### config.mk
export PLATFORM = sky130hd
export DESIGN_NAME = mseq_ctrl
export DESIGN_NICKNAME = d
export VERILOG_FILES = /design/src/rtl/mseq_pkg.sv /design/src/rtl/mseq_rst_sync.sv /design/src/rtl/mseq_rom.sv /design/src/rtl/mseq_next.sv /design/src/rtl/mseq_ctrl.sv
export SDC_FILE = /design/constraint.sdc
export NUM_CORES = 1
export LEC_CHECK = 0
export ABC_AREA = 1
export BUFFER_PORTS_ARGS = -buffer_cell sky130_fd_sc_hd__buf_2
export CAP_MARGIN = 25
export CORE_UTILIZATION = 56
export CTS_CLUSTER_SIZE = 10
export DETAILED_ROUTE_END_ITERATION = 8
export PLACE_DENSITY = 0.79
export SLEW_MARGIN = 20
export SYNTH_ARGS = -nofsm -noshare
export SYNTH_HDL_FRONTEND = slang
export SYNTH_SLANG_ARGS = --single-unit
### constraint.sdc
create_clock -name clk_i -period 2.8 [get_ports clk_i]
set_input_delay 0.28 -clock clk_i [delete_from_list [all_inputs] [get_ports clk_i]]
set_output_delay 0.28 -clock clk_i [all_outputs]
set_load 0.005 [all_outputs]
### src/rtl/mseq_pkg.sv
package mseq_pkg;

  typedef enum logic [1:0] {
    OP_STEP   = 2'd0,
    OP_JUMP   = 2'd1,
    OP_BRANCH = 2'd2,
    OP_HOLD   = 2'd3
  } seq_op_e;

endpackage

### src/rtl/mseq_rst_sync.sv
module mseq_rst_sync (
  input  logic clk_i,
  input  logic rst_ni,
  output logic rst_sync_no
);

  logic [1:0] stage_q;

  always_ff @(posedge clk_i or negedge rst_ni) begin
    if (!rst_ni) stage_q <= 2'b00;
    else         stage_q <= {stage_q[0], 1'b1};
  end

  assign rst_sync_no = stage_q[1];

endmodule

### src/rtl/mseq_rom.sv
module mseq_rom
  import mseq_pkg::*;
#(
  parameter int ADDR_W = 4,
  parameter int FSEL_W = 2,
  parameter int CTRL_W = 8
) (
  input  logic [ADDR_W-1:0] addr_i,
  output seq_op_e           op_o,
  output logic [FSEL_W-1:0] fsel_o,
  output logic [ADDR_W-1:0] tgt_o,
  output logic [CTRL_W-1:0] ctrl_o
);

  localparam int DEPTH  = 1 << ADDR_W;
  localparam int WORD_W = 2 + FSEL_W + ADDR_W + CTRL_W;

  function automatic logic [WORD_W-1:0] mk(seq_op_e op, int f, int t, int c);
    return {op, FSEL_W'(f), ADDR_W'(t), CTRL_W'(c)};
  endfunction

  function automatic logic [WORD_W-1:0] entry(int i);
    case (i)
      0:       return mk(OP_STEP,   0,  0, 'h01);
      1:       return mk(OP_BRANCH, 0,  4, 'h02);
      4:       return mk(OP_JUMP,   0,  6, 'h04);
      5:       return mk(OP_STEP,   0,  0, 'h05);
      6:       return mk(OP_BRANCH, 1,  8, 'h06);
      8:       return mk(OP_JUMP,   0, 10, 'h08);
      9:       return mk(OP_JUMP,   0, 10, 'h09);
      10:      return mk(OP_BRANCH, 2, 12, 'h0A);
      12:      return mk(OP_JUMP,   0, 14, 'h0C);
      13:      return mk(OP_BRANCH, 3, 14, 'h0D);
      14:      return mk(OP_JUMP,   0,  0, 'h0E);
      15:      return mk(OP_HOLD,   0,  0, 'h0F);
      default: return mk(OP_JUMP,   0,  0, 'h00);
    endcase
  endfunction

  logic [WORD_W-1:0] store_w [DEPTH];

  for (genvar gi = 0; gi < DEPTH; gi++) begin : g_word
    assign store_w[gi] = entry(gi);
  end

  logic [WORD_W-1:0] word_w;
  assign word_w = store_w[addr_i];

  assign op_o   = seq_op_e'(word_w[WORD_W-1 -: 2]);
  assign fsel_o = word_w[CTRL_W+ADDR_W +: FSEL_W];
  assign tgt_o  = word_w[CTRL_W +: ADDR_W];
  assign ctrl_o = word_w[CTRL_W-1:0];

endmodule

### src/rtl/mseq_next.sv
module mseq_next
  import mseq_pkg::*;
#(
  parameter int ADDR_W    = 4,
  parameter int NUM_FLAGS = 4,
  parameter int FSEL_W    = 2
) (
  input  logic [ADDR_W-1:0]    upc_i,
  input  seq_op_e              op_i,
  input  logic [FSEL_W-1:0]    fsel_i,
  input  logic [ADDR_W-1:0]    tgt_i,
  input  logic [NUM_FLAGS-1:0] flags_i,
  output logic [ADDR_W-1:0]    upc_d_o
);

  logic cond_bit;

  always_comb begin
    if (int'(fsel_i) < NUM_FLAGS) cond_bit = flags_i[fsel_i];
    else                          cond_bit = 1'b0;
  end

  always_comb begin
    unique case (op_i)
      OP_STEP:   upc_d_o = upc_i + ADDR_W'(1);
      OP_JUMP:   upc_d_o = tgt_i;
      OP_BRANCH: upc_d_o = {tgt_i[ADDR_W-1:1], cond_bit};
      OP_HOLD:   upc_d_o = upc_i;
      default:   upc_d_o = upc_i;
    endcase
  end

endmodule

### src/rtl/mseq_ctrl.sv
module mseq_ctrl
  import mseq_pkg::*;
#(
  parameter int ADDR_W    = 4,
  parameter int NUM_FLAGS = 4,
  parameter int CTRL_W    = 8
) (
  input  logic                 clk_i,
  input  logic                 rst_ni,
  input  logic [NUM_FLAGS-1:0] flags_i,
  output logic [CTRL_W-1:0]    ctrl_o,
  output logic [ADDR_W-1:0]    upc_o
);

  localparam int FSEL_W = (NUM_FLAGS > 1) ? $clog2(NUM_FLAGS) : 1;

  logic              rst_sync_n;
  logic [ADDR_W-1:0] upc_q, upc_d;
  seq_op_e           op;
  logic [FSEL_W-1:0] fsel;
  logic [ADDR_W-1:0] tgt;

  mseq_rst_sync u_rst_sync (
    .clk_i       (clk_i),
    .rst_ni      (rst_ni),
    .rst_sync_no (rst_sync_n)
  );

  mseq_rom #(.ADDR_W(ADDR_W), .FSEL_W(FSEL_W), .CTRL_W(CTRL_W)) u_rom (
    .addr_i (upc_q),
    .op_o   (op),
    .fsel_o (fsel),
    .tgt_o  (tgt),
    .ctrl_o (ctrl_o)
  );

  mseq_next #(.ADDR_W(ADDR_W), .NUM_FLAGS(NUM_FLAGS), .FSEL_W(FSEL_W)) u_next (
    .upc_i   (upc_q),
    .op_i    (op),
    .fsel_i  (fsel),
    .tgt_i   (tgt),
    .flags_i (flags_i),
    .upc_d_o (upc_d)
  );

  always_ff @(posedge clk_i or negedge rst_sync_n) begin
    if (!rst_sync_n) upc_q <= '0;
    else             upc_q <= upc_d;
  end

  assign upc_o = upc_q;

  a_r2_step_increments: assert property (@(posedge clk_i) disable iff (!rst_sync_n)
    op == OP_STEP |=> upc_q == $past(upc_q) + ADDR_W'(1));

  a_r3_jump_lands_on_target: assert property (@(posedge clk_i) disable iff (!rst_sync_n)
    op == OP_JUMP |=> upc_q == $past(tgt));

  a_r5_branch_base_even: assert property (@(posedge clk_i) disable iff (!rst_sync_n)
    op == OP_BRANCH |-> tgt[0] == 1'b0);

  a_r8_branch_follows_flag: assert property (@(posedge clk_i) disable iff (!rst_sync_n)
    op == OP_BRANCH |=> upc_q[ADDR_W-1:1] == $past(tgt[ADDR_W-1:1]) &&
                        upc_q[0] == $past(flags_i[fsel]));

  a_r6_hold_keeps_address: assert property (@(posedge clk_i) disable iff (!rst_sync_n)
    op == OP_HOLD |=> $stable(upc_q));

endmodule

==> metrics.cfg, run 1 <==
[final_layout]
antenna_cells=0
fin_nets=131
final_common_cell=nand2_1
fill_cells=108
seq_area_um2=150
drive_gt1_frac=0.277
area_delta_synth_final_pct=10.9
multi_input_area_um2=499
stdcell_area_um2=826
layout_common_cells=19 x nand2_1, 13 x buf_2, 12 x inv_1

[clock_network]
cts_made_buffers=3
clockBufferDepth=2
clkTransAtPathRegs_ns=0.04
cts.sinks=6
cts_tree=yes
clk_latency_ns=0.24
post-cts-setup-buffers=0
cts_max_level=1
root_buffer=clkbuf_4

[floorplanning]
core_um2=1170
dieArea_um2=1480
fp.dieH_um=38.5
io_pins=18
die_w_um=38.5
start_util=0.636
row_count=12

[timing]
min_period_over_period=0.812
tns_ns=0
final.min_clock_period_ns=2.27
finalHoldViolCount=0
setup_violations=0
fin_skew_ns=0.00174
hold_slack_ns=0.0666
maxSlewViolCount=0
rsz0062_at_grt=false
max_freq_mhz=440
fin_ws_ns=0.526

[synthesis]
synthCells=97
synth_compound_area_frac=0.141
synth_cell_types=23
synth-xor-area-share=0
muxShareOfSynthArea=0
synth_area_per_cell_um2=7.67
synth_area_leaders=dfrtp_1 20%, ha_1 18%, nand2_1 9.6%
ys_ff_latch=6
yosys.area_share.adder=0.185
synth_top_cell_by_area=dfrtp_1
netlist.area_leader.share=0.202
netlist_area_um2=744
synthSimpleGateAreaFrac=0.319
yosysWarnings=0
yosysSeqAreaShare=0.202
synth_top_family_by_area=simple AND/OR/NAND/NOR gates

[power]
fin_total_pwr_uw=1030
vdd_drop_max_uv=837
powerDensity_nw_per_um2=1250
leakagePower_uw=0.000490

[placement]
post-place-ws_ns=0.537
place_hpwl_um=1180
portBuffers=13
post_dp_cell_area_um2=793
gp_congestion=0.901

[route]
vias_per_cell=5.17
detail_route.first_pass.iterations=4
dr.first_iter.drc_count=13
antenna_left=0
wirelength_um=1460
wl_per_cell_um=11.6
via_count=652
drc=0

[critical_path]
rrSetupSlack_ns=0.53
r2r-end=upc_o[3]
cp.required_ns=2.96
reg2regPathDepth=11
crit_path_end_kind=flip-flop
path_max_fanout=7
crit_path_start_kind=flip-flop
worstPathArrival_ns=2.44
worst-setup-path-type=flip-flop to flip-flop
reg2reg_from=upc_o[0]

[status]
status=complete, no violations

[global_route]
grt_overflow_total=0
grt.total_usage=0.247
grt_pass1_wl_um=2470
antenna_found_initial=0
grt_max_degree=13
grt_pass1_vias=592

[worst_hold_path]
hold_class=flip-flop to async pin

[flow_run]
maxCapViolCount=0

layout make-up:
| class | instances | area share |
|---|---|---|
| Clock buffer | 3 | 0.0273 |
| Inverter | 13 | 0.0652 |
| Multi-Input combinational cell | 75 | 0.605 |
| Sequential cell | 6 | 0.182 |
| Tap cell | 14 | 0.0212 |
| Timing Repair Buffer | 15 | 0.100 |
through the flow:
stage	utilization	instances
floorplan	-	100
global placement	0.677	122
detailed placement	0.677	122
CTS	0.705	126
global route	0.705	126
finish	0.705	126
what timing repair did:
action                    4_1_cts  5_1_grt
hold endpoints to repair        2        0
hold buffers                    1        0
resized for setup               0        0
layer usage:
layer,up-vias,GRT usage,part of all wire
met4,0,0.129,0.016
li1,339,-,-
met3,4,0.0523,0.041
met5,-,0,0
met2,20,0.415,0.48
met1,289,0.292,0.46
state kept, by name, indices dropped and copies added (netlist names):
signal,count
u_rst_sync.stage_q,2
upc_o,4
Yosys cell counts (all sizes together):
master / number
a21oi: 7
o211ai: 1
buf: 6
a31oi: 2
a32oi: 1
o2111ai: 1
ha: 11
nand3b: 1
clkinv: 1
nand2: 25
a22oi: 2
conb: 2
nor2: 11
dfrtp: 6
nand3: 6
o21ai: 2
inv: 12
worst max path at each step:
stage / slack (ns) / depth (start not counted) / from / endpoint
after CTS: 0.52 / 11 / upc_o[0] / upc_o[3]
after detailed placement: 0.54 / 11 / upc_o[0] / upc_o[3]
after global placement: 0.52 / 10 / upc_o[0] / upc_o[3]
after global routing: 0.35 / 11 / upc_o[0] / upc_o[3]
final: 0.53 / 11 / upc_o[0] / upc_o[3]
after floorplan: 0.76 / 10 / upc_o[0] / upc_o[3]
power by group:
part / switching (µW) / total, µW / internal (µW)
sequential: 57.3 / 179 / 122
clock: 29.7 / 78.0 / 48.4
combinational: 466 / 774 / 307
worst max-delay path: stages, from the launching register on:
cell and delay (ns):
dfrtp_1 0.50, inv_1 0.15, ha_1 0.29, nand2_4 0.10
a21oi_1 0.08, a21oi_1 0.19, inv_1 0.09, ha_1 0.33
nand2_1 0.09, nand2_1 0.11, o2111ai_1 0.12, a31oi_1 0.14
kinds of logic (layout without fill, tap and decap cells):
| group | Yosys count | count (layout) |
|---|---|---|
| buffers and inverters | 19 | 31 |
| adders and majority gates | 11 | 11 |
| DFF | 6 | 6 |
| other | 2 | 5 |
| and+or+nand+nor | 43 | 43 |
| AOI/OAI and AO/OA | 16 | 16 |
(Power assumes the default switching activity.)
==> inputs of run 2 (changes only) <==
Settings changed: ABC_AREA 1 to 0, CORE_UTILIZATION 56 to 51, PLACE_DENSITY 0.79 to 0.73.
Clock period 2.8 ns to 2.3 ns, I/O delays scaled along.
==> metrics.cfg, run 2 <==
[floorplanning]
fp.dieH_um=38.8
die_w_um=38.8
start_util=0.583
row_count=12
core_um2=1190
io_pins=18
dieArea_um2=1510

[timing]
maxSlewViolCount=0
fin_skew_ns=0.00167
final.min_clock_period_ns=2.19
setup_violations=0
max_freq_mhz=457
min_period_over_period=0.952
hold_slack_ns=0.0734
fin_ws_ns=0.110
finalHoldViolCount=0

[final_layout]
final_common_cell=buf_2
stdcell_area_um2=840
antenna_cells=0
area_delta_synth_final_pct=21.3
layout_common_cells=13 x buf_2, 10 x ha_1, 9 x buf_4
largest_reg_flops=4
fill_cells=113
drive_gt1_frac=0.314
fin_nets=120

[critical_path]
cp.required_ns=2.45
crit_path_start_kind=flip-flop
worstPathArrival_ns=2.34
worst-setup-path-type=flip-flop to flip-flop
path_max_fanout=5
crit_path_end_kind=flip-flop

[global_route]
grt.total_usage=0.226
grt_pass1_wl_um=2260
grt_overflow_total=0
antenna_found_initial=0
grt_pass1_vias=512
grt_max_degree=18

[clock_network]
cts_made_buffers=3
root_buffer=clkbuf_4
cts_tree=yes
clkTransAtPathRegs_ns=0.05
clockBufferDepth=2
clk_latency_ns=0.25
cts.sinks=6
cts_max_level=1

[synthesis]
yosysWarnings=0
netlist.area_leader.share=0.217
synthCells=79
synth_area_per_cell_um2=8.76
yosysSeqAreaShare=0.217
synth_edf_count=0
synth.most_common_cell=ha_1
synthFlopType=dfrtp_1
synth_cell_types=35
synthTopCellsByCount=11 x ha_1, 7 x inv_1, 6 x a21oi_1, 6 x dfrtp_1
ys_ff_latch=6
ys_async_sr_fraction=1.00
netlist_area_um2=692
synth_area_leaders=dfrtp_1 22%, ha_1 20%, a21oi_1 4.3%
synth_top_cell_by_area=dfrtp_1

[worst_hold_path]
hold_class=flip-flop to async pin

[status]
status=complete, no violations

[route]
wl_per_cell_um=12.7
via_count=623
drc=0
wirelength_um=1470
vias_per_cell=5.37
detail_route.first_pass.iterations=4
dr.first_iter.drc_count=9
antenna_left=0

[flow_run]
maxCapViolCount=0

[power]
powerDensity_nw_per_um2=1490
vdd_drop_max_uv=1030
leakagePower_uw=0.000414

[placement]
post_dp_cell_area_um2=790
place_hpwl_um=1170
portBuffers=13
post-place-ws_ns=0.0363
gp_congestion=0.881

## run 2: cell count changes after synthesis, sizes merged, moves of 4 or more
cell and change:
nand3 -5, o21ai +5, nand2 -23, inv -4, nor2 -10
## run 2: power by group
part	internal (µW)	switching [µW]	leakage, µW
clock	66.1	44.5	0.0000150
combinational	464	509	0.000325
sequential	142	23.9	0.0000740
## run 2: cell families (layout without fill, tap and decap cells)
group           Yosys count  in the layout  share of synthesized area
other cells               2              5                     0.0109
buf+inv                  15             35                      0.127
flops                     6              6                      0.217
fa+ha+maj                11             11                      0.199
simple gates             17             17                      0.141
mux                       2              2                     0.0470
compound gates           26             26                      0.259
## run 2: through the flow
| stage | TNS (ns) | instances | utilization | power [µW] |
|---|---|---|---|---|
| finish | 0 | 116 | 0.708 | 1250 |
| global route | -0.0147 | 116 | 0.708 | 1380 |
| CTS | 0 | 115 | 0.696 | 1210 |
| detailed placement | 0 | 110 | 0.666 | 1100 |
| global placement | 0 | 110 | 0.666 | 1080 |
| floorplan | 0 | 82 | - | 817 |
## run 2: per-layer routing
metal | track usage | vias up | share of wire | wire length [µm]
li1 | - | 320 | - | -
met5 | 0 | - | 0 | 0
met1 | 0.293 | 281 | 0.48 | 699
met4 | 0.0259 | 0 | 0 | 0
met3 | 0.0694 | 0 | 0.048 | 71
met2 | 0.375 | 22 | 0.47 | 698
## run 2: worst paths after layout
check	from	cells past startpoint	slack, ns	endpoint
worst max-delay path	upc_o[0]	9	0.11	upc_o[0]
worst min-delay path	u_rst_sync.stage_q[1]	0	0.07	upc_o[2]
worst max register to register	upc_o[0]	9	0.11	upc_o[0]
worst min register to register	u_rst_sync.stage_q[1]	0	0.07	upc_o[2]
max in group asynchronous	rst_ni	2	1.91	u_rst_sync.stage_q[0]
min in group clk_i	u_rst_sync.stage_q[0]	0	0.35	u_rst_sync.stage_q[1]
## run 2: layout make-up
type | count | area (µm²) | area share
Multi-Input combinational cell | 61 | 472 | 0.562
Sequential cell | 6 | 151 | 0.180
Timing Repair Buffer | 23 | 143 | 0.170
Inverter | 8 | 30.0 | 0.0358
Clock buffer | 4 | 26.3 | 0.0313
Tap cell | 14 | 17.5 | 0.0209
## run 2: worst max-delay path: stages (launching register included)
cell and delay [ns]:
dfrtp_2 0.39, inv_1 0.11, ha_1 0.25, mux4_2 0.47, inv_1 0.10, ha_2 0.31, buf_4 0.15, nor3_1 0.17
a21oi_1 0.07, o31ai_2 0.06
## run 2: timing repair
action,4_1_cts,5_1_grt
resized for setup,0,2
hold buffers,1,0
buffers inserted,0,1
endpoints found under the setup margin,0,3
endpoints found under the hold margin,2,0
==> inputs of run 3 (changes only) <==
Clock period 2.3 ns to 2.1 ns, I/O delays scaled along.
==> metrics.cfg, run 3 (synthesis gave the netlist of run 2 again) <==
[global_route]
antenna_found_initial=0
grt_max_degree=18
grt_overflow_total=0
grt.total_usage=0.244
grt_pass1_wl_um=2410
grt_pass1_vias=537

[critical_path]
path_max_fanout=7
r2r-end=upc_o[3]
cp.required_ns=2.21
critPathLaunch=upc_o[0]
rrSetupSlack_ns=-0.003
worst-setup-path-type=flip-flop to flip-flop
crit_path_end_kind=flip-flop
reg2reg_from=upc_o[0]
worstPathArrival_ns=2.21
crit_path_start_kind=flip-flop
reg2regPathDepth=9

[status]
status=complete, but fails checks
violations=setup timing

[floorplanning]
row_count=12
core_um2=1190
fp.dieH_um=38.8
start_util=0.583
dieArea_um2=1510
die_w_um=38.8
io_pins=18

[route]
detail_route.first_pass.iterations=4
vias_per_cell=5.90
via_count=702
wl_per_cell_um=16.3
drc=0
antenna_left=0
dr.first_iter.drc_count=18
wirelength_um=1940

[power]
vdd_drop_max_uv=1250
combPwrFrac=0.830
powerDensity_nw_per_um2=1860
seqPwrFrac=0.105
leakagePower_uw=0.000467
clkPwrFrac=0.064
power.switching_uw=876
p_int_uw=947
swShare=0.481

[placement]
placed_cells=112
gp_congestion=0.915
post_dp_cell_area_um2=822
place_hpwl_um=1200
portBuffers=13
post-place-ws_ns=0.000616

[timing]
max_freq_mhz=475
fin_skew_ns=0.0159
final.min_clock_period_ns=2.10
finalHoldViolCount=0
min_period_over_period=1.00
tns_ns=-0.00323
rsz0062_at_grt=true
maxSlewViolCount=0
hold_slack_ns=0.0748
fin_ws_ns=-0.00323
setup_violations=1

[final_layout]
antenna_cells=0
stdcell_area_um2=980
final_common_cell=buf_2
fin_nets=124
largest_reg_flops=4
drive_gt1_frac=0.486
fill_cells=83
final_cells=119
layout_common_cells=13 x buf_2, 11 x buf_4, 6 x ha_1
area_delta_synth_final_pct=41.6

[clock_network]
clockBufferDepth=2
cts_tree=yes
cts.sinks=6
clk_latency_ns=0.26
root_buffer=clkbuf_4
cts_max_level=1
cts_made_buffers=3
clkTransAtPathRegs_ns=0.06

[worst_hold_path]
hold_class=flip-flop to async pin

[flow_run]
maxCapViolCount=0

run 3: cell types whose count changed in the layout (fill, tap and decap cells not counted), sizes merged:
cell,previous run,this run
clkbuf,4,3
buf,22,26
run 3: cell type report:
class | instances | area (µm²) | area share
Sequential cell | 6 | 153 | 0.156
Clock buffer | 3 | 22.5 | 0.0230
Inverter | 8 | 35.0 | 0.0358
Tap cell | 14 | 17.5 | 0.0179
Multi-Input combinational cell | 61 | 572 | 0.584
Timing Repair Buffer | 27 | 180 | 0.184
run 3: power by group through the flow:
stage | sequential (µW) | combinational [µW] | clock (µW)
3_3_place_gp | 184 | 1090 | 0
4_1_cts | 184 | 1150 | 122
6_report | 192 | 1510 | 117
2_1_floorplan | 222 | 760 | 0
3_5_place_dp | 187 | 1110 | 0
5_1_grt | 195 | 1630 | 126
run 3: per-layer routing:
metal	vias up	wire, µm	GRT usage
met3	6	108	0.0694
met5	-	0	0
met1	340	836	0.315
met2	28	944	0.400
li1	328	-	-
met4	0	47	0.0517
run 3: per-stage QoR:
step | total power (µW) | util
2_1_floorplan | 982 | -
3_3_place_gp | 1270 | 0.693
3_5_place_dp | 1300 | 0.693
4_1_cts | 1460 | 0.735
5_1_grt | 1950 | 0.826
6_report | 1820 | 0.826
run 3: timing repair:
action	CTS	global route
hold buffers	1	0
endpoints found under the setup margin	1	4
setup buffers	1	2
hold endpoints to repair	2	0
gates resized for setup	3	18
pin swaps	2	7
cloned	0	0
run 3: how the worst max path moves through the flow:
stage               endpoint  slack (ns)  depth (start not counted)
global route        upc_o[3]       -0.07                          8
global placement    upc_o[2]        0.05                          7
finish              upc_o[3]      -0.003                          9
detailed placement  upc_o[2]      0.0006                          7
floorplan           upc_o[2]      0.0003                          8
CTS                 upc_o[2]      -0.002                          8
run 3: worst max-delay path, cell delays in order (launching register included):
cell	delay, ns
dfrtp_2	0.43
buf_6	0.13
ha_2	0.17
mux2i_1	0.18
and2_4	0.20
a21oi_4	0.04
ha_4	0.34
a31oi_1	0.06
o21ai_1	0.24
o311ai_4	0.15
